### config.mk
export PLATFORM = sky130hd
export DESIGN_NAME = rtc_core
export DESIGN_NICKNAME = d
export VERILOG_FILES = /design/src/rtl/rtc_pkg.sv /design/src/rtl/rtc_subsec.sv /design/src/rtl/rtc_wrap_cnt.sv /design/src/rtl/rtc_irq.sv /design/src/rtl/rtc_core.sv
export SDC_FILE = /design/constraint.sdc
export NUM_CORES = 1
export LEC_CHECK = 0
export BUFFER_PORTS_ARGS = -buffer_cell sky130_fd_sc_hd__buf_4
export CAP_MARGIN = 20
export CORE_MARGIN = 3
export CORE_UTILIZATION = 45
export CTS_CLUSTER_SIZE = 8
export DETAILED_ROUTE_END_ITERATION = 10
export GPL_ROUTABILITY_DRIVEN = 1
export MAX_ROUTING_LAYER = met4
export PLACE_DENSITY = 0.62
export SYNTH_ARGS = -nofsm -noshare
export SYNTH_HDL_FRONTEND = slang
export SYNTH_SLANG_ARGS = --single-unit
### constraint.sdc
create_clock -name clk -period 3.7 [get_ports clk]
set_input_delay 0.37 -clock clk [delete_from_list [all_inputs] [get_ports clk]]
set_output_delay 0.37 -clock clk [all_outputs]
set_load 0.01 [all_outputs]
### src/rtl/rtc_pkg.sv
package rtc_pkg;

    localparam int ADDR_W    = 4;
    localparam int SEC_W     = 6;
    localparam int MIN_W     = 6;
    localparam int HR_W      = 5;
    localparam int SEC_LAST  = 59;
    localparam int MIN_LAST  = 59;
    localparam int HR_LAST   = 23;
    localparam int NUM_FLAGS = 5;

    typedef enum logic [ADDR_W-1:0] {
        RA_CTRL   = 4'd0,
        RA_RELOAD = 4'd1,
        RA_PSEC   = 4'd2,
        RA_PMIN   = 4'd3,
        RA_PHR    = 4'd4,
        RA_FLAG   = 4'd5,
        RA_IEN    = 4'd6,
        RA_TIME   = 4'd7,
        RA_DCNT   = 4'd8
    } reg_addr_e;

    // Event vector, packed so that half-second lands on bit 0.
    typedef struct packed {
        logic day;
        logic hour;
        logic minute;
        logic second;
        logic half;
    } evt_t;

    typedef struct packed {
        logic [HR_W-1:0]  hr;
        logic [MIN_W-1:0] mn;
        logic [SEC_W-1:0] sc;
    } tod_t;

    function automatic logic [31:0] pack_time(input tod_t t);
        logic [31:0] w;
        w        = '0;
        w[20:16] = t.hr;
        w[13:8]  = t.mn;
        w[5:0]   = t.sc;
        return w;
    endfunction

endpackage

### src/rtl/rtc_subsec.sv
module rtc_subsec #(
    parameter int DCNT_W = 21
) (
    input  logic              clk,
    input  logic              rst,
    input  logic              load,
    input  logic              active,
    input  logic              cnt_en,
    input  logic [DCNT_W-1:0] reload_val,
    output logic [DCNT_W-1:0] dcnt_o,
    output logic              half_evt_o,
    output logic              sec_evt_o
);
    logic              pre_q;
    logic              hp_q;
    logic [DCNT_W-1:0] dcnt_q;
    logic              step;
    logic              at_zero;

    assign step       = active && cnt_en && pre_q;
    assign at_zero    = (dcnt_q == '0);
    assign half_evt_o = step && at_zero;
    assign sec_evt_o  = half_evt_o && hp_q;
    assign dcnt_o     = dcnt_q;

    always_ff @(posedge clk) begin
        if (rst) begin
            pre_q  <= 1'b0;
            hp_q   <= 1'b0;
            dcnt_q <= '0;
        end else if (load) begin
            pre_q  <= 1'b0;
            hp_q   <= 1'b0;
            dcnt_q <= reload_val;
        end else if (!active) begin
            pre_q  <= 1'b0;
            hp_q   <= 1'b0;
            dcnt_q <= '0;
        end else begin
            if (cnt_en) begin
                pre_q <= ~pre_q;
            end
            if (step) begin
                dcnt_q <= at_zero ? reload_val : dcnt_q - DCNT_W'(1);
            end
            if (half_evt_o) begin
                hp_q <= ~hp_q;
            end
        end
    end
endmodule

### src/rtl/rtc_wrap_cnt.sv
module rtc_wrap_cnt #(
    parameter int W    = 6,
    parameter int LAST = 59
) (
    input  logic         clk,
    input  logic         rst,
    input  logic         load,
    input  logic [W-1:0] load_val,
    input  logic         active,
    input  logic         inc,
    output logic [W-1:0] val_o,
    output logic         carry_o
);
    localparam logic [W-1:0] LAST_V = W'(LAST);

    logic [W-1:0] val_q;
    logic         at_last;

    assign at_last = (val_q >= LAST_V);
    assign carry_o = active && inc && at_last;
    assign val_o   = val_q;

    always_ff @(posedge clk) begin
        if (rst) begin
            val_q <= '0;
        end else if (load) begin
            val_q <= load_val;
        end else if (!active) begin
            val_q <= '0;
        end else if (inc) begin
            val_q <= at_last ? '0 : val_q + W'(1);
        end
    end
endmodule

### src/rtl/rtc_irq.sv
module rtc_irq #(
    parameter int N = 5
) (
    input  logic         clk,
    input  logic         rst,
    input  logic [N-1:0] evt,
    input  logic         wr_flag,
    input  logic         wr_ien,
    input  logic [N-1:0] wdata,
    output logic [N-1:0] flags_o,
    output logic [N-1:0] ien_o,
    output logic         irq_o
);
    logic [N-1:0] flags_q;
    logic [N-1:0] ien_q;

    for (genvar i = 0; i < N; i++) begin : g_flag
        always_ff @(posedge clk) begin
            if (rst) begin
                flags_q[i] <= 1'b0;
            end else if (evt[i]) begin
                flags_q[i] <= 1'b1;
            end else if (wr_flag && !wdata[i]) begin
                flags_q[i] <= 1'b0;
            end
        end
    end

    always_ff @(posedge clk) begin
        if (rst) begin
            ien_q <= '0;
        end else if (wr_ien) begin
            ien_q <= wdata;
        end
    end

    assign flags_o = flags_q;
    assign ien_o   = ien_q;
    assign irq_o   = |(flags_q & ien_q);
endmodule

### src/rtl/rtc_core.sv
module rtc_core
    import rtc_pkg::*;
#(
    parameter int DCNT_W = 21,
    parameter int DATA_W = 32
) (
    input  logic              clk,
    input  logic              rst,
    input  logic              cnt_en,
    input  logic              wr_en,
    input  logic [ADDR_W-1:0] wr_addr,
    input  logic [DATA_W-1:0] wr_data,
    input  logic [ADDR_W-1:0] rd_addr,
    output logic [DATA_W-1:0] rd_data,
    output logic              irq_o
);
    logic [DCNT_W-1:0] reload_q;
    logic [SEC_W-1:0]  psec_q;
    logic [MIN_W-1:0]  pmin_q;
    logic [HR_W-1:0]   phr_q;
    logic              start_r;
    logic              run_r;

    logic              wr_ctrl;
    logic              load_go;
    logic              stop_go;
    logic              active;

    logic [DCNT_W-1:0] dcnt_q;
    logic              half_evt;
    logic              sec_evt;
    logic [SEC_W-1:0]  sec_q;
    logic [MIN_W-1:0]  min_q;
    logic [HR_W-1:0]   hr_q;
    logic              sec_wrap;
    logic              min_wrap;
    logic              hr_wrap;
    evt_t              evt;
    logic [NUM_FLAGS-1:0] flags_q;
    logic [NUM_FLAGS-1:0] ien_q;
    tod_t              now;
    logic              unused_wr_hi;

    assign unused_wr_hi = ^wr_data[DATA_W-1:DCNT_W];

    assign wr_ctrl = wr_en && (wr_addr == RA_CTRL);
    assign load_go = wr_ctrl && wr_data[0] && !start_r;
    assign stop_go = wr_ctrl && !wr_data[0];
    assign active  = start_r && !stop_go;

    always_ff @(posedge clk) begin
        if (rst) begin
            reload_q <= '0;
            psec_q   <= '0;
            pmin_q   <= '0;
            phr_q    <= '0;
            start_r  <= 1'b0;
            run_r    <= 1'b0;
        end else begin
            if (wr_en && wr_addr == RA_RELOAD) reload_q <= wr_data[DCNT_W-1:0];
            if (wr_en && wr_addr == RA_PSEC)   psec_q   <= wr_data[SEC_W-1:0];
            if (wr_en && wr_addr == RA_PMIN)   pmin_q   <= wr_data[MIN_W-1:0];
            if (wr_en && wr_addr == RA_PHR)    phr_q    <= wr_data[HR_W-1:0];
            if (wr_ctrl) start_r <= wr_data[0];
            if (load_go) begin
                run_r <= 1'b1;
            end else if (stop_go) begin
                run_r <= 1'b0;
            end
        end
    end

    rtc_subsec #(.DCNT_W(DCNT_W)) u_sub (
        .clk        (clk),
        .rst        (rst),
        .load       (load_go),
        .active     (active),
        .cnt_en     (cnt_en),
        .reload_val (reload_q),
        .dcnt_o     (dcnt_q),
        .half_evt_o (half_evt),
        .sec_evt_o  (sec_evt)
    );

    rtc_wrap_cnt #(.W(SEC_W), .LAST(SEC_LAST)) u_sec (
        .clk      (clk),
        .rst      (rst),
        .load     (load_go),
        .load_val (psec_q),
        .active   (active),
        .inc      (sec_evt),
        .val_o    (sec_q),
        .carry_o  (sec_wrap)
    );

    rtc_wrap_cnt #(.W(MIN_W), .LAST(MIN_LAST)) u_min (
        .clk      (clk),
        .rst      (rst),
        .load     (load_go),
        .load_val (pmin_q),
        .active   (active),
        .inc      (sec_wrap),
        .val_o    (min_q),
        .carry_o  (min_wrap)
    );

    rtc_wrap_cnt #(.W(HR_W), .LAST(HR_LAST)) u_hr (
        .clk      (clk),
        .rst      (rst),
        .load     (load_go),
        .load_val (phr_q),
        .active   (active),
        .inc      (min_wrap),
        .val_o    (hr_q),
        .carry_o  (hr_wrap)
    );

    always_comb begin
        evt.half   = half_evt;
        evt.second = sec_evt;
        evt.minute = sec_wrap;
        evt.hour   = min_wrap;
        evt.day    = hr_wrap;
    end

    rtc_irq #(.N(NUM_FLAGS)) u_irq (
        .clk     (clk),
        .rst     (rst),
        .evt     (evt),
        .wr_flag (wr_en && wr_addr == RA_FLAG),
        .wr_ien  (wr_en && wr_addr == RA_IEN),
        .wdata   (wr_data[NUM_FLAGS-1:0]),
        .flags_o (flags_q),
        .ien_o   (ien_q),
        .irq_o   (irq_o)
    );

    always_comb begin
        now.hr = hr_q;
        now.mn = min_q;
        now.sc = sec_q;
    end

    always_comb begin
        rd_data = '0;
        case (rd_addr)
            RA_CTRL:   rd_data = DATA_W'({run_r, start_r});
            RA_RELOAD: rd_data = DATA_W'(reload_q);
            RA_PSEC:   rd_data = DATA_W'(psec_q);
            RA_PMIN:   rd_data = DATA_W'(pmin_q);
            RA_PHR:    rd_data = DATA_W'(phr_q);
            RA_FLAG:   rd_data = DATA_W'(flags_q);
            RA_IEN:    rd_data = DATA_W'(ien_q);
            RA_TIME:   rd_data = DATA_W'(pack_time(now));
            RA_DCNT:   rd_data = DATA_W'(dcnt_q);
            default:   rd_data = '0;
        endcase
    end
endmodule

==> metrics.txt, run 1 <==
# TYPE chip_impl_metric gauge
chip_impl_info{name="grt_busiest_layer",value="met2"} 1
chip_impl_metric{name="cts_setup_buffers",unit=""} 0
chip_impl_metric{name="ys_seq_area_share",unit="%"} 34.0
chip_impl_metric{name="vdd_drop_max",unit="µV"} 316
chip_impl_metric{name="pins_over_their_slew_limit",unit=""} 0
chip_impl_info{name="dominantRegCellSynth",value="dfxtp_1"} 1
chip_impl_metric{name="synthCells",unit=""} 682
chip_impl_metric{name="fmax",unit="MHz"} 327
chip_impl_metric{name="cts_made_buffers",unit=""} 9
chip_impl_metric{name="grt.met3_usage",unit="%"} 5.71
chip_impl_metric{name="fin_crit",unit="ns"} 3.06
chip_impl_info{name="worst_path_max_delay_cell",value="o31ai_4"} 1
chip_impl_metric{name="worst-endpoint-required",unit="ns"} 3.96
chip_impl_metric{name="first_pass_grt_wire_length",unit="µm"} 27800
chip_impl_metric{name="max-cap-violations",unit=""} 0
chip_impl_metric{name="worstRegToRegCells",unit=""} 7
chip_impl_metric{name="share_of_the_synthesized_area_in_the_top_cell_type",unit="%"} 34.0
chip_impl_metric{name="syn_area",unit="µm²"} 5300
chip_impl_metric{name="finalCritPeriodShare",unit="%"} 82.7
chip_impl_info{name="chain_of_cells_forming_the_critical_path",value="inv_1, ha_1, or3b_4, or4_4, o31ai_4, nand2_1, o32ai_1"} 1
chip_impl_metric{name="area_growth_syn_to_layout",unit="%"} 12.8
chip_impl_metric{name="yosys_warnings",unit=""} 0
chip_impl_info{name="most_frequent_cell_after_synthesis",value="dfxtp_1"} 1
chip_impl_metric{name="hold_buffers",unit=""} 0
chip_impl_metric{name="max_stage_delay",unit="ns"} 0.77
chip_impl_metric{name="io_buffers",unit=""} 54
chip_impl_info{name="tritoncts",value="done"} 1
chip_impl_info{name="netlist_top_cells_area",value="dfxtp_1, a21oi_1, nand2_1"} 1
chip_impl_metric{name="detailedRoute.firstPassIterationCount",unit=""} 9
chip_impl_metric{name="cts_resized",unit=""} 0
chip_impl_metric{name="detailroute.via_count",unit=""} 5430
chip_impl_info{name="worstSetupEndpointType",value="flop"} 1
chip_impl_metric{name="worst_slew_pin_slew",unit="ns"} 1.13
chip_impl_metric{name="clkSlewWorstSetupHoldPaths",unit="ns"} 0.06
chip_impl_metric{name="wire_per_inst",unit="µm"} 20.5
chip_impl_metric{name="vias_in_the_first_global_route",unit=""} 5086
chip_impl_metric{name="share_of_layout_cells_above_drive_strength_1",unit="%"} 14.4
chip_impl_metric{name="wl",unit="µm"} 17400
chip_impl_info{name="ys_top_cells_by_count",value="dfxtp_1, nand2_1, nor2_1"} 1
chip_impl_metric{name="number_of_enable_type_register_cells_in_the_synthesized_netlist",unit=""} 0
chip_impl_metric{name="report.final.hold_viol_count",unit=""} 0
chip_impl_info{name="synthDominantAreaCellType",value="dfxtp_1"} 1
chip_impl_metric{name="fillerInstances",unit=""} 1112
chip_impl_metric{name="power.static_leakage",unit="nW"} 2.19
chip_impl_info{name="outcome",value="completed"} 1
chip_impl_metric{name="cp_max_fo",unit=""} 16
chip_impl_metric{name="hpwlAfterDp",unit="µm"} 12200
chip_impl_metric{name="rows",unit=""} 38
chip_impl_metric{name="met2_usage",unit="%"} 41.6
chip_impl_metric{name="relative_slew_slack",unit="%"} 24.7
chip_impl_metric{name="final_net_count",unit=""} 754
chip_impl_metric{name="coreArea",unit="µm²"} 11200
chip_impl_metric{name="floorplan.die.height",unit="µm"} 115
chip_impl_metric{name="clock_tree.buffer_depth",unit=""} 2
chip_impl_metric{name="final.setup_skew",unit="ns"} 0.0101
chip_impl_info{name="grt_setup_unrepaired",value="no"} 1
chip_impl_metric{name="globalRoute.totalOverflow",unit=""} 0
chip_impl_metric{name="grt_antenna_before_repair",unit=""} 0
chip_impl_metric{name="cellPowerDensity",unit="nW/µm²"} 343
chip_impl_info{name="min_delay_worst_type",value="input port to flop"} 1
chip_impl_metric{name="io-pin-count",unit=""} 77
chip_impl_metric{name="drt_iter0_drc",unit=""} 789
chip_impl_metric{name="design.die.area",unit="µm²"} 13100
chip_impl_metric{name="synth_cell_type_count",unit=""} 70
chip_impl_metric{name="worst_skew_pair.late_latency",unit="ns"} 0.35
chip_impl_metric{name="ant_nets",unit=""} 0
chip_impl_metric{name="post_layout_nonfiller_instances",unit=""} 850
chip_impl_metric{name="global_route.usage.met1",unit="%"} 37.3
chip_impl_metric{name="antennaDiodeCount",unit=""} 0
chip_impl_metric{name="post_synth.cell_area_avg",unit="µm²"} 7.77
chip_impl_metric{name="cts_sinks",unit=""} 90
chip_impl_metric{name="synth-seq-cells",unit=""} 90
chip_impl_metric{name="hold_path_depth",unit=""} 3
chip_impl_metric{name="global_route.usage.total",unit="%"} 27.9
chip_impl_metric{name="ys_async_sr_fraction",unit="%"} 0
chip_impl_metric{name="cts.htree.levels",unit=""} 3
chip_impl_info{name="path_class",value="flop to flop"} 1
chip_impl_metric{name="start_util",unit="%"} 47.4
chip_impl_metric{name="drcViolationCount",unit=""} 0
chip_impl_info{name="cts-root-buf",value="clkbuf_16"} 1
chip_impl_metric{name="largest_net_degree_at_the_start_of_global_routing",unit=""} 76
chip_impl_metric{name="gp_congestion",unit=""} 0.928
chip_impl_metric{name="viasPerCell",unit=""} 6.39
chip_impl_metric{name="die_width",unit="µm"} 115
chip_impl_info{name="cp-start-kind",value="flop"} 1
chip_impl_metric{name="finalSetupTns",unit="ns"} 0
chip_impl_metric{name="timing.final.setup_violations",unit=""} 0
chip_impl_metric{name="placed_cells",unit=""} 835
chip_impl_metric{name="arrival_time_reported_for_the_critical_path_endpoint",unit="ns"} 3.32
final cells by class:
cell class | count | area, µm² | area share (%)
multi-input combinational | 530 | 3200 | 53.5
tap | 140 | 175 | 2.93
clock inverter | 3 | 15.0 | 0.251
inverter | 9 | 33.8 | 0.565
timing repair buffer | 66 | 495 | 8.29
sequential | 90 | 1800 | 30.2
clock buffer | 12 | 256 | 4.29
placed cells by master (no fill, tap or decap), types with 4 or more instances in the layout:
cell	count
nand3_1	28
xnor2_1	6
o311ai_0	4
or4_1	7
a31oi_1	8
dfxtp_1	90
nor2b_1	5
nor2_1	75
inv_1	9
a22oi_1	12
ha_1	4
xor2_1	6
or3_1	4
nor4_1	6
nor3b_1	4
a211oi_1	18
nand4_1	5
nor3_1	23
a221oi_1	8
conb_1	11
nand2_1	84
mux2i_1	20
o21ai_0	35
o31a_1	5
a222oi_1	12
o211ai_1	6
buf_4	66
clkbuf_16	9
a21oi_1	66
mux2_2	6
registers in the layout (all words and copies together) (netlist names):
name	flops
u_sub.dcnt_o	21
run_r	1
start_r	1
psec_q	6
u_irq.flags_o	5
u_irq.ien_o	5
u_min.val_o	6
pmin_q	6
phr_q	5
u_sub.hp_q	1
u_hr.val_o	5
u_sub.pre_q	1
u_sec.val_o	6
reload_q	21
per-layer routing:
layer,part of all wire (%),vias to the layer above,wire [µm]
li1,-,2552,-
met1,44,2587,7670
met2,45,254,7900
met3,8.1,37,1410
met4,2.6,0,453
met5,0,-,0
where the power goes:
part,internal [W],switching [W]
Sequential,0.000978,0.0000134
Combinational,0.0000657,0.000125
Clock,0.000485,0.000384
metrics by stage:
step / utilization, % / total power (W) / hold WS, ns / worst slack, ns / instance area (µm²)
3_5_place_dp: 51.0 / 0.00120 / 0.477 / 0.725 / 5700
3_3_place_gp: 51.0 / 0.00120 / 0.465 / 0.777 / 5700
6_report: 53.5 / 0.00205 / 0.263 / 0.641 / 5970
4_1_cts: 53.5 / 0.00206 / 0.261 / 0.712 / 5970
2_1_floorplan: - / 0.00113 / 0.447 / 1.14 / 5340
5_1_grt: 53.5 / 0.00212 / 0.269 / 0.456 / 5970
cells by family (layout without fill, tap and decap cells):
| group | Yosys count | in the layout | share of synthesized area (%) |
|---|---|---|---|
| buffers and inverters | 72 | 90 | 6.52 |
| DFF | 90 | 90 | 34.0 |
| muxes | 27 | 27 | 5.48 |
| xor gates and xnor gates | 12 | 12 | 1.98 |
| other | 1 | 11 | 0.0708 |
| and+or+nand+nor | 268 | 268 | 24.4 |
| adders and majority gates | 4 | 4 | 0.945 |
| AOI/OAI and AO/OA | 208 | 208 | 26.6 |
path summary, 6_finish.rpt:
check                                      from              to  slack, ns
worst max register to register  u_sub.dcnt_o[0]  u_min.val_o[5]       0.64
worst min register to register     reload_q[14]    reload_q[14]       0.48
worst min-delay path                wr_data[15]    reload_q[15]       0.26
worst max-delay path            u_sub.dcnt_o[0]  u_min.val_o[5]       0.64
worst max-delay path: cells and delay by family (launching register included):
family,cells,cell delay [ns]
adders and majority gates,1,0.20
AOI/OAI and AO/OA,2,1.05
and+or+nand+nor,3,1.23
buffers and inverters,1,0.11
DFF,1,0.37
No activity file was read; power rests on OpenSTA's default activity.
==> run 2, diff against run 1 <==
==> constraint.sdc (replaced) <==
create_clock -name clk -period 2.9 [get_ports clk]
set_input_delay 0.29 -clock clk [delete_from_list [all_inputs] [get_ports clk]]
set_output_delay 0.29 -clock clk [all_outputs]
set_load 0.01 [all_outputs]
==> run 2 against run 1 <==
Count of clock-buffer cells in the layout is 2 higher. Clock skew fell by 0.0019 ns. Final area is 2.7% higher. First-iteration DRC count shrank 27%. Global-route usage increased by 0.51 points. Core utilization grew 1.5 points.
==> metrics.txt, run 2 (synthesis gave the netlist of run 1 again) <==
# TYPE chip_impl_metric gauge
chip_impl_info{name="outcome",value="completed"} 1
chip_impl_metric{name="global_route.usage.total",unit="%"} 28.4
chip_impl_metric{name="worst-endpoint-required",unit="ns"} 3.17
chip_impl_metric{name="start_util",unit="%"} 47.4
chip_impl_metric{name="detailroute.via_count",unit=""} 5502
chip_impl_metric{name="finalCritPeriodShare",unit="%"} 94.1
chip_impl_info{name="cp-start-kind",value="flop"} 1
chip_impl_metric{name="global_route.usage.met1",unit="%"} 38.0
chip_impl_metric{name="grt_antenna_before_repair",unit=""} 0
chip_impl_metric{name="met2_usage",unit="%"} 43.3
chip_impl_metric{name="cts.htree.levels",unit=""} 3
chip_impl_metric{name="cts_made_buffers",unit=""} 9
chip_impl_metric{name="rows",unit=""} 38
chip_impl_info{name="worstSetupStartpoint",value="u_sub.dcnt_o[0]"} 1
chip_impl_info{name="min_delay_worst_type",value="input port to flop"} 1
chip_impl_info{name="grt_setup_unrepaired",value="no"} 1
chip_impl_metric{name="globalRoute.totalOverflow",unit=""} 0
chip_impl_metric{name="critical_path_buf_inv_count",unit=""} 2
chip_impl_metric{name="hpwlAfterDp",unit="µm"} 12400
chip_impl_metric{name="share_of_layout_cells_above_drive_strength_1",unit="%"} 16.3
chip_impl_info{name="layout_common_cells",value="dfxtp_1, nand2_1, buf_4"} 1
chip_impl_metric{name="vdd_drop_max",unit="µV"} 431
chip_impl_info{name="tritoncts",value="done"} 1
chip_impl_metric{name="area_growth_syn_to_layout",unit="%"} 15.9
chip_impl_metric{name="worst_hold_slack",unit="ns"} 0.177
chip_impl_metric{name="worst_slew_pin_slew",unit="ns"} 0.860
chip_impl_metric{name="power.static_leakage",unit="nW"} 2.29
chip_impl_info{name="grt_busiest_layer",value="met2"} 1
chip_impl_metric{name="detailedRoute.firstPassIterationCount",unit=""} 5
chip_impl_info{name="min_from",value="wr_data[13]"} 1
chip_impl_metric{name="drcViolationCount",unit=""} 0
chip_impl_metric{name="placed_cells",unit=""} 850
chip_impl_metric{name="wl",unit="µm"} 17600
chip_impl_info{name="cpLargestDelayFamily",value="simple AND/OR/NAND/NOR gates"} 1
chip_impl_metric{name="floorplan.die.height",unit="µm"} 115
chip_impl_metric{name="clock_tree.buffer_depth",unit=""} 2
chip_impl_metric{name="clkSlewWorstSetupHoldPaths",unit="ns"} 0.07
chip_impl_metric{name="timing.final.setup_violations",unit=""} 0
chip_impl_info{name="worst_path_max_delay_cell",value="or4_4"} 1
chip_impl_metric{name="ant_nets",unit=""} 0
chip_impl_metric{name="worst_skew_pair.late_latency",unit="ns"} 0.35
chip_impl_metric{name="io_buffers",unit=""} 54
chip_impl_metric{name="viasPerCell",unit=""} 6.34
chip_impl_metric{name="max_stage_delay",unit="ns"} 0.62
chip_impl_metric{name="relative_slew_slack",unit="%"} 42.5
chip_impl_metric{name="pins_over_their_slew_limit",unit=""} 0
chip_impl_metric{name="post_layout_nonfiller_instances",unit=""} 868
chip_impl_metric{name="report.final.hold_viol_count",unit=""} 0
chip_impl_metric{name="gp_congestion",unit=""} 0.905
chip_impl_metric{name="grt.met3_usage",unit="%"} 5.81
chip_impl_metric{name="design.die.area",unit="µm²"} 13100
chip_impl_metric{name="first_pass_grt_wire_length",unit="µm"} 28300
chip_impl_info{name="worstSetupEndpointType",value="flop"} 1
chip_impl_metric{name="arrival_time_reported_for_the_critical_path_endpoint",unit="ns"} 3.00
chip_impl_metric{name="max-cap-violations",unit=""} 0
chip_impl_info{name="r2r_start",value="u_sub.dcnt_o[0]"} 1
chip_impl_metric{name="vias_in_the_first_global_route",unit=""} 5110
chip_impl_metric{name="cellPowerDensity",unit="nW/µm²"} 445
chip_impl_metric{name="io-pin-count",unit=""} 77
chip_impl_metric{name="largest_net_degree_at_the_start_of_global_routing",unit=""} 57
chip_impl_metric{name="hold_buffers",unit=""} 0
chip_impl_metric{name="fmax",unit="MHz"} 366
chip_impl_metric{name="die_width",unit="µm"} 115
chip_impl_metric{name="final_net_count",unit=""} 771
chip_impl_metric{name="antennaDiodeCount",unit=""} 0
chip_impl_metric{name="cts_sinks",unit=""} 90
chip_impl_info{name="chain_of_cells_forming_the_critical_path",value="inv_1, ha_1, or3b_4, or4_4, buf_4, o21ai_0, nand3_1, a211oi_1"} 1
chip_impl_metric{name="wire_per_inst",unit="µm"} 20.3
chip_impl_metric{name="fin_crit",unit="ns"} 2.73
chip_impl_info{name="cts-root-buf",value="clkbuf_16"} 1
chip_impl_info{name="layout_commonest_cell",value="dfxtp_1"} 1
chip_impl_metric{name="final.setup_skew",unit="ns"} 0.00815
chip_impl_metric{name="drt_iter0_drc",unit=""} 574
chip_impl_metric{name="coreArea",unit="µm²"} 11200
chip_impl_info{name="path_class",value="flop to flop"} 1
chip_impl_metric{name="finalSetupTns",unit="ns"} 0
chip_impl_metric{name="cp_max_fo",unit=""} 9
run 2: cell type report:
cell class | count | area, µm²
Timing Repair Buffer | 83 | 623
Sequential cell | 90 | 1800
Tap cell | 140 | 175
Clock inverter | 2 | 35.0
Fill cell | 1080 | 5030
Inverter | 9 | 33.8
Multi-Input combinational cell | 530 | 3210
Clock buffer | 14 | 264
run 2: worst min-delay path: cells and delay by family:
family	cells	cell delay, ns
AND/OR/NAND/NOR	1	0.04
buffers and inverters	1	0.11
AO/OA/AOI/OAI	1	0.05
run 2: power breakdown:
group / leakage, nW / switching, W / total (W) / internal [W]
Clock: 0.147 / 0.000496 / 0.00121 / 0.000715
Sequential: 0.726 / 0.0000159 / 0.00126 / 0.00125
Combinational: 1.42 / 0.000165 / 0.000256 / 0.0000915
run 2: final timing paths:
check / end / slack, ns / cells past startpoint
max: u_sub.dcnt_o[8] / 0.17 / 8
min: reload_q[13] / 0.18 / 3
max reg2reg: u_sub.dcnt_o[8] / 0.17 / 8
min reg2reg: reload_q[1] / 0.47 / 2
run 2: what timing repair did:
action | in CTS | in global routing
gates resized for setup | 0 | 3
setup buffers | 0 | 2
setup endpoints to repair | 0 | 8
run 2: per-layer routing:
layer  wire length [µm]  vias up  share of wire, %
li1                   -     2596                 -
met1               7750     2639                44
met2               8200      240                47
met3               1400       27               8.0
met4                229        0               1.3
met5                  0        -                 0
run 2: through the flow:
stage	power (W)	area, µm²	setup slack (ns)	util, %
4_1_cts	0.00274	6110	0.0529	54.7
6_report	0.00273	6140	0.170	54.9
3_5_place_dp	0.00154	5820	0.0701	52.0
2_1_floorplan	0.00145	5340	0.335	-
5_1_grt	0.00282	6140	0.0226	54.9
3_3_place_gp	0.00154	5820	0.132	52.0
==> run 3, diff against run 2 <==
==> constraint.sdc (replaced) <==
create_clock -name clk -period 2.9 [get_ports clk]
set_input_delay 0.29 -clock clk [delete_from_list [all_inputs] [get_ports clk]]
set_output_delay 0.29 -clock clk [all_outputs]
set_load 0.1 [all_outputs]
==> run 3 against run 2 <==
Via count about the same. Clock power decreased by 6%. Core utilization increased by 0.24 points. Register-to-register slack lost 0.03 ns. Cell count did not move. Clock skew is essentially flat. Flip-flop and latch count unchanged. Setup slack got worse by 0.028 ns. Critical endpoint is now u_min.val_o[2]. Highest routed layer unchanged.
==> metrics.txt, run 3 (synthesis gave the netlist of run 1 again) <==
# TYPE chip_impl_metric gauge
chip_impl_info{name="outcome",value="completed"} 1
chip_impl_info{name="highest-signal-layer",value="met4"} 1
chip_impl_info{name="layout_commonest_cell",value="dfxtp_1"} 1
chip_impl_metric{name="arrival_time_reported_for_the_critical_path_endpoint",unit="ns"} 2.99
chip_impl_metric{name="antennaDiodeCount",unit=""} 0
chip_impl_metric{name="die_width",unit="µm"} 115
chip_impl_metric{name="placedInstanceArea",unit="µm²"} 5880
chip_impl_metric{name="wire_per_inst",unit="µm"} 20.1
chip_impl_metric{name="power.static_leakage",unit="nW"} 2.27
chip_impl_metric{name="utilization",unit="%"} 55.2
chip_impl_info{name="cts-root-buf",value="clkbuf_16"} 1
chip_impl_metric{name="vdd_drop_max",unit="µV"} 296
chip_impl_metric{name="worst_slew_pin_slew",unit="ns"} 0.829
chip_impl_metric{name="start_util",unit="%"} 47.4
chip_impl_metric{name="coreArea",unit="µm²"} 11200
chip_impl_metric{name="first_pass_grt_wire_length",unit="µm"} 27900
chip_impl_info{name="worstSetupStartpoint",value="u_sub.dcnt_o[0]"} 1
chip_impl_metric{name="reg2reg_setup_slack",unit="ns"} 0.14
chip_impl_metric{name="fmax",unit="MHz"} 363
chip_impl_metric{name="global_route.usage.total",unit="%"} 27.9
chip_impl_metric{name="cellInternalPower",unit="W"} 0.00195
chip_impl_metric{name="design.die.area",unit="µm²"} 13100
chip_impl_metric{name="final.setup_skew",unit="ns"} 0.00848
chip_impl_metric{name="area_growth_syn_to_layout",unit="%"} 16.4
chip_impl_metric{name="rows",unit=""} 38
chip_impl_metric{name="post_layout_nonfiller_instances",unit=""} 868
chip_impl_metric{name="sequentialPowerShare",unit="%"} 46.1
chip_impl_metric{name="pins_over_their_slew_limit",unit=""} 0
chip_impl_metric{name="cts.htree.levels",unit=""} 3
chip_impl_metric{name="cp_max_fo",unit=""} 12
chip_impl_info{name="cp-start-kind",value="flop"} 1
chip_impl_metric{name="hold_buffers",unit=""} 0
chip_impl_metric{name="cts_sinks",unit=""} 90
chip_impl_metric{name="detailedRoute.firstPassIterationCount",unit=""} 6
chip_impl_info{name="min_delay_worst_type",value="input port to flop"} 1
chip_impl_info{name="critical_path_endpoint",value="u_min.val_o[2]"} 1
chip_impl_metric{name="timing.final.setup_violations",unit=""} 0
chip_impl_info{name="worst_path_max_delay_cell",value="or4_4"} 1
chip_impl_info{name="tritoncts",value="done"} 1
chip_impl_metric{name="clkPwrFrac",unit="%"} 41.4
chip_impl_metric{name="route.met2.wl",unit="µm"} 7980
chip_impl_info{name="path_class",value="flop to flop"} 1
chip_impl_metric{name="wl",unit="µm"} 17400
chip_impl_metric{name="largest_net_degree_at_the_start_of_global_routing",unit=""} 53
chip_impl_info{name="worstSetupEndpointType",value="flop"} 1
chip_impl_metric{name="floorplan.die.height",unit="µm"} 115
chip_impl_metric{name="io-pin-count",unit=""} 77
chip_impl_metric{name="worst-endpoint-required",unit="ns"} 3.13
chip_impl_metric{name="fin_crit",unit="ns"} 2.76
chip_impl_metric{name="worst_skew_pair.late_latency",unit="ns"} 0.36
chip_impl_metric{name="clkSlewWorstSetupHoldPaths",unit="ns"} 0.07
chip_impl_metric{name="cellPowerDensity",unit="nW/µm²"} 445
chip_impl_info{name="layout_common_cells",value="dfxtp_1, nand2_1, buf_4"} 1
chip_impl_metric{name="clock_tree.buffer_depth",unit=""} 2
chip_impl_metric{name="finish.instance_area",unit="µm²"} 6160
chip_impl_metric{name="finalSetupTns",unit="ns"} 0
chip_impl_metric{name="final_net_count",unit=""} 771
chip_impl_metric{name="detailroute.via_count",unit=""} 5500
chip_impl_metric{name="viasPerCell",unit=""} 6.34
chip_impl_metric{name="netSwitchingFraction",unit="%"} 29.0
chip_impl_metric{name="gp_congestion",unit=""} 0.937
chip_impl_metric{name="grt_antenna_before_repair",unit=""} 0
chip_impl_metric{name="critical_path_buf_inv_count",unit=""} 1
chip_impl_metric{name="hold_path_depth",unit=""} 3
chip_impl_metric{name="detailroute.wirelength.met3",unit="µm"} 1320
chip_impl_metric{name="hpwlAfterDp",unit="µm"} 12600
chip_impl_metric{name="share_of_layout_cells_above_drive_strength_1",unit="%"} 19.1
chip_impl_metric{name="cts_made_buffers",unit=""} 9
chip_impl_metric{name="max-cap-violations",unit=""} 0
chip_impl_metric{name="report.final.hold_viol_count",unit=""} 0
chip_impl_metric{name="route.layer.met1.wl",unit="µm"} 7810
chip_impl_metric{name="power.net_switching",unit="W"} 0.000794
chip_impl_metric{name="max_stage_delay",unit="ns"} 0.58
chip_impl_info{name="chain_of_cells_forming_the_critical_path",value="inv_1, ha_1, or3b_4, or4_4, o31a_2, o311ai_0, o31ai_1"} 1
chip_impl_metric{name="vias_in_the_first_global_route",unit=""} 5210
chip_impl_metric{name="globalRoute.totalOverflow",unit=""} 0
chip_impl_metric{name="drcViolationCount",unit=""} 0
chip_impl_metric{name="fraction_of_power_consumed_by_combinational_cells",unit="%"} 12.4
chip_impl_metric{name="io_buffers",unit=""} 54
chip_impl_metric{name="ant_nets",unit=""} 0
chip_impl_metric{name="finalCritPeriodShare",unit="%"} 95.1
chip_impl_info{name="cpLargestDelayFamily",value="simple AND/OR/NAND/NOR gates"} 1
chip_impl_info{name="r2r_start",value="u_sub.dcnt_o[0]"} 1
chip_impl_metric{name="placed_cells",unit=""} 852
chip_impl_metric{name="worstRegToRegCells",unit=""} 7
chip_impl_info{name="regToRegEndpoint",value="u_min.val_o[2]"} 1
chip_impl_metric{name="drt_iter0_drc",unit=""} 543
chip_impl_info{name="grt_setup_unrepaired",value="no"} 1
chip_impl_metric{name="cp.depth",unit=""} 7
chip_impl_metric{name="relative_slew_slack",unit="%"} 44.7
==> run 3: layout make-up <==
type	count	area, µm²
Inverter	9	33.8
Clock buffer	10	239
Sequential cell	90	1800
Timing Repair Buffer	83	623
Fill cell	1073	5010
Tap cell	140	175
Multi-Input combinational cell	530	3250
Clock inverter	6	42.5
==> run 3: worst min-delay path by stage <==
stage	to	slack, ns	start
3_5_place_dp	reload_q[0]	0.47	reload_q[0]
4_1_cts	reload_q[12]	0.17	wr_data[12]
6_report	reload_q[13]	0.18	wr_data[13]
5_1_grt	reload_q[18]	0.19	wr_data[18]
3_3_place_gp	reload_q[0]	0.47	reload_q[0]
2_1_floorplan	reload_q[10]	0.43	wr_data[10]
==> run 3: power groups by stage <==
stage               logic, W  registers (W)  clock network (W)
floorplan           0.000249        0.00128                  0
global placement    0.000333        0.00129                  0
detailed placement  0.000336        0.00129                  0
CTS                 0.000337        0.00126            0.00115
global route        0.000362        0.00127            0.00119
finish              0.000340        0.00126            0.00114
==> run 3: timing repair <==
action,in CTS,in global routing
resized for setup,0,2
endpoints found under the hold margin,0,0
setup endpoints to repair,0,3
setup buffers,0,0
==> run 3: layer usage <==
metal / track usage, % / vias up
li1: - / 2601
met4: 10.8 / 0
met1: 37.6 / 2640
met5: - / -
met3: 4.23 / 23
met2: 42.0 / 236
==> run 3: worst reg2reg max path, cell delays in order, from the launching register on <==
cell and delay (ns):
dfxtp_1 0.35, inv_1 0.10, ha_1 0.19, or3b_4 0.42, or4_4 0.58, o31a_2 0.51, o311ai_0 0.37, o31ai_1 0.12
==> run 3: stage by stage <==
stage	power, W	hold slack [ns]	worst slack (ns)
2_1_floorplan	0.00153	0.426	0.0384
4_1_cts	0.00275	0.172	0.106
6_report	0.00274	0.176	0.142
5_1_grt	0.00282	0.189	0.0306
3_5_place_dp	0.00163	0.468	0.125
3_3_place_gp	0.00163	0.469	0.172
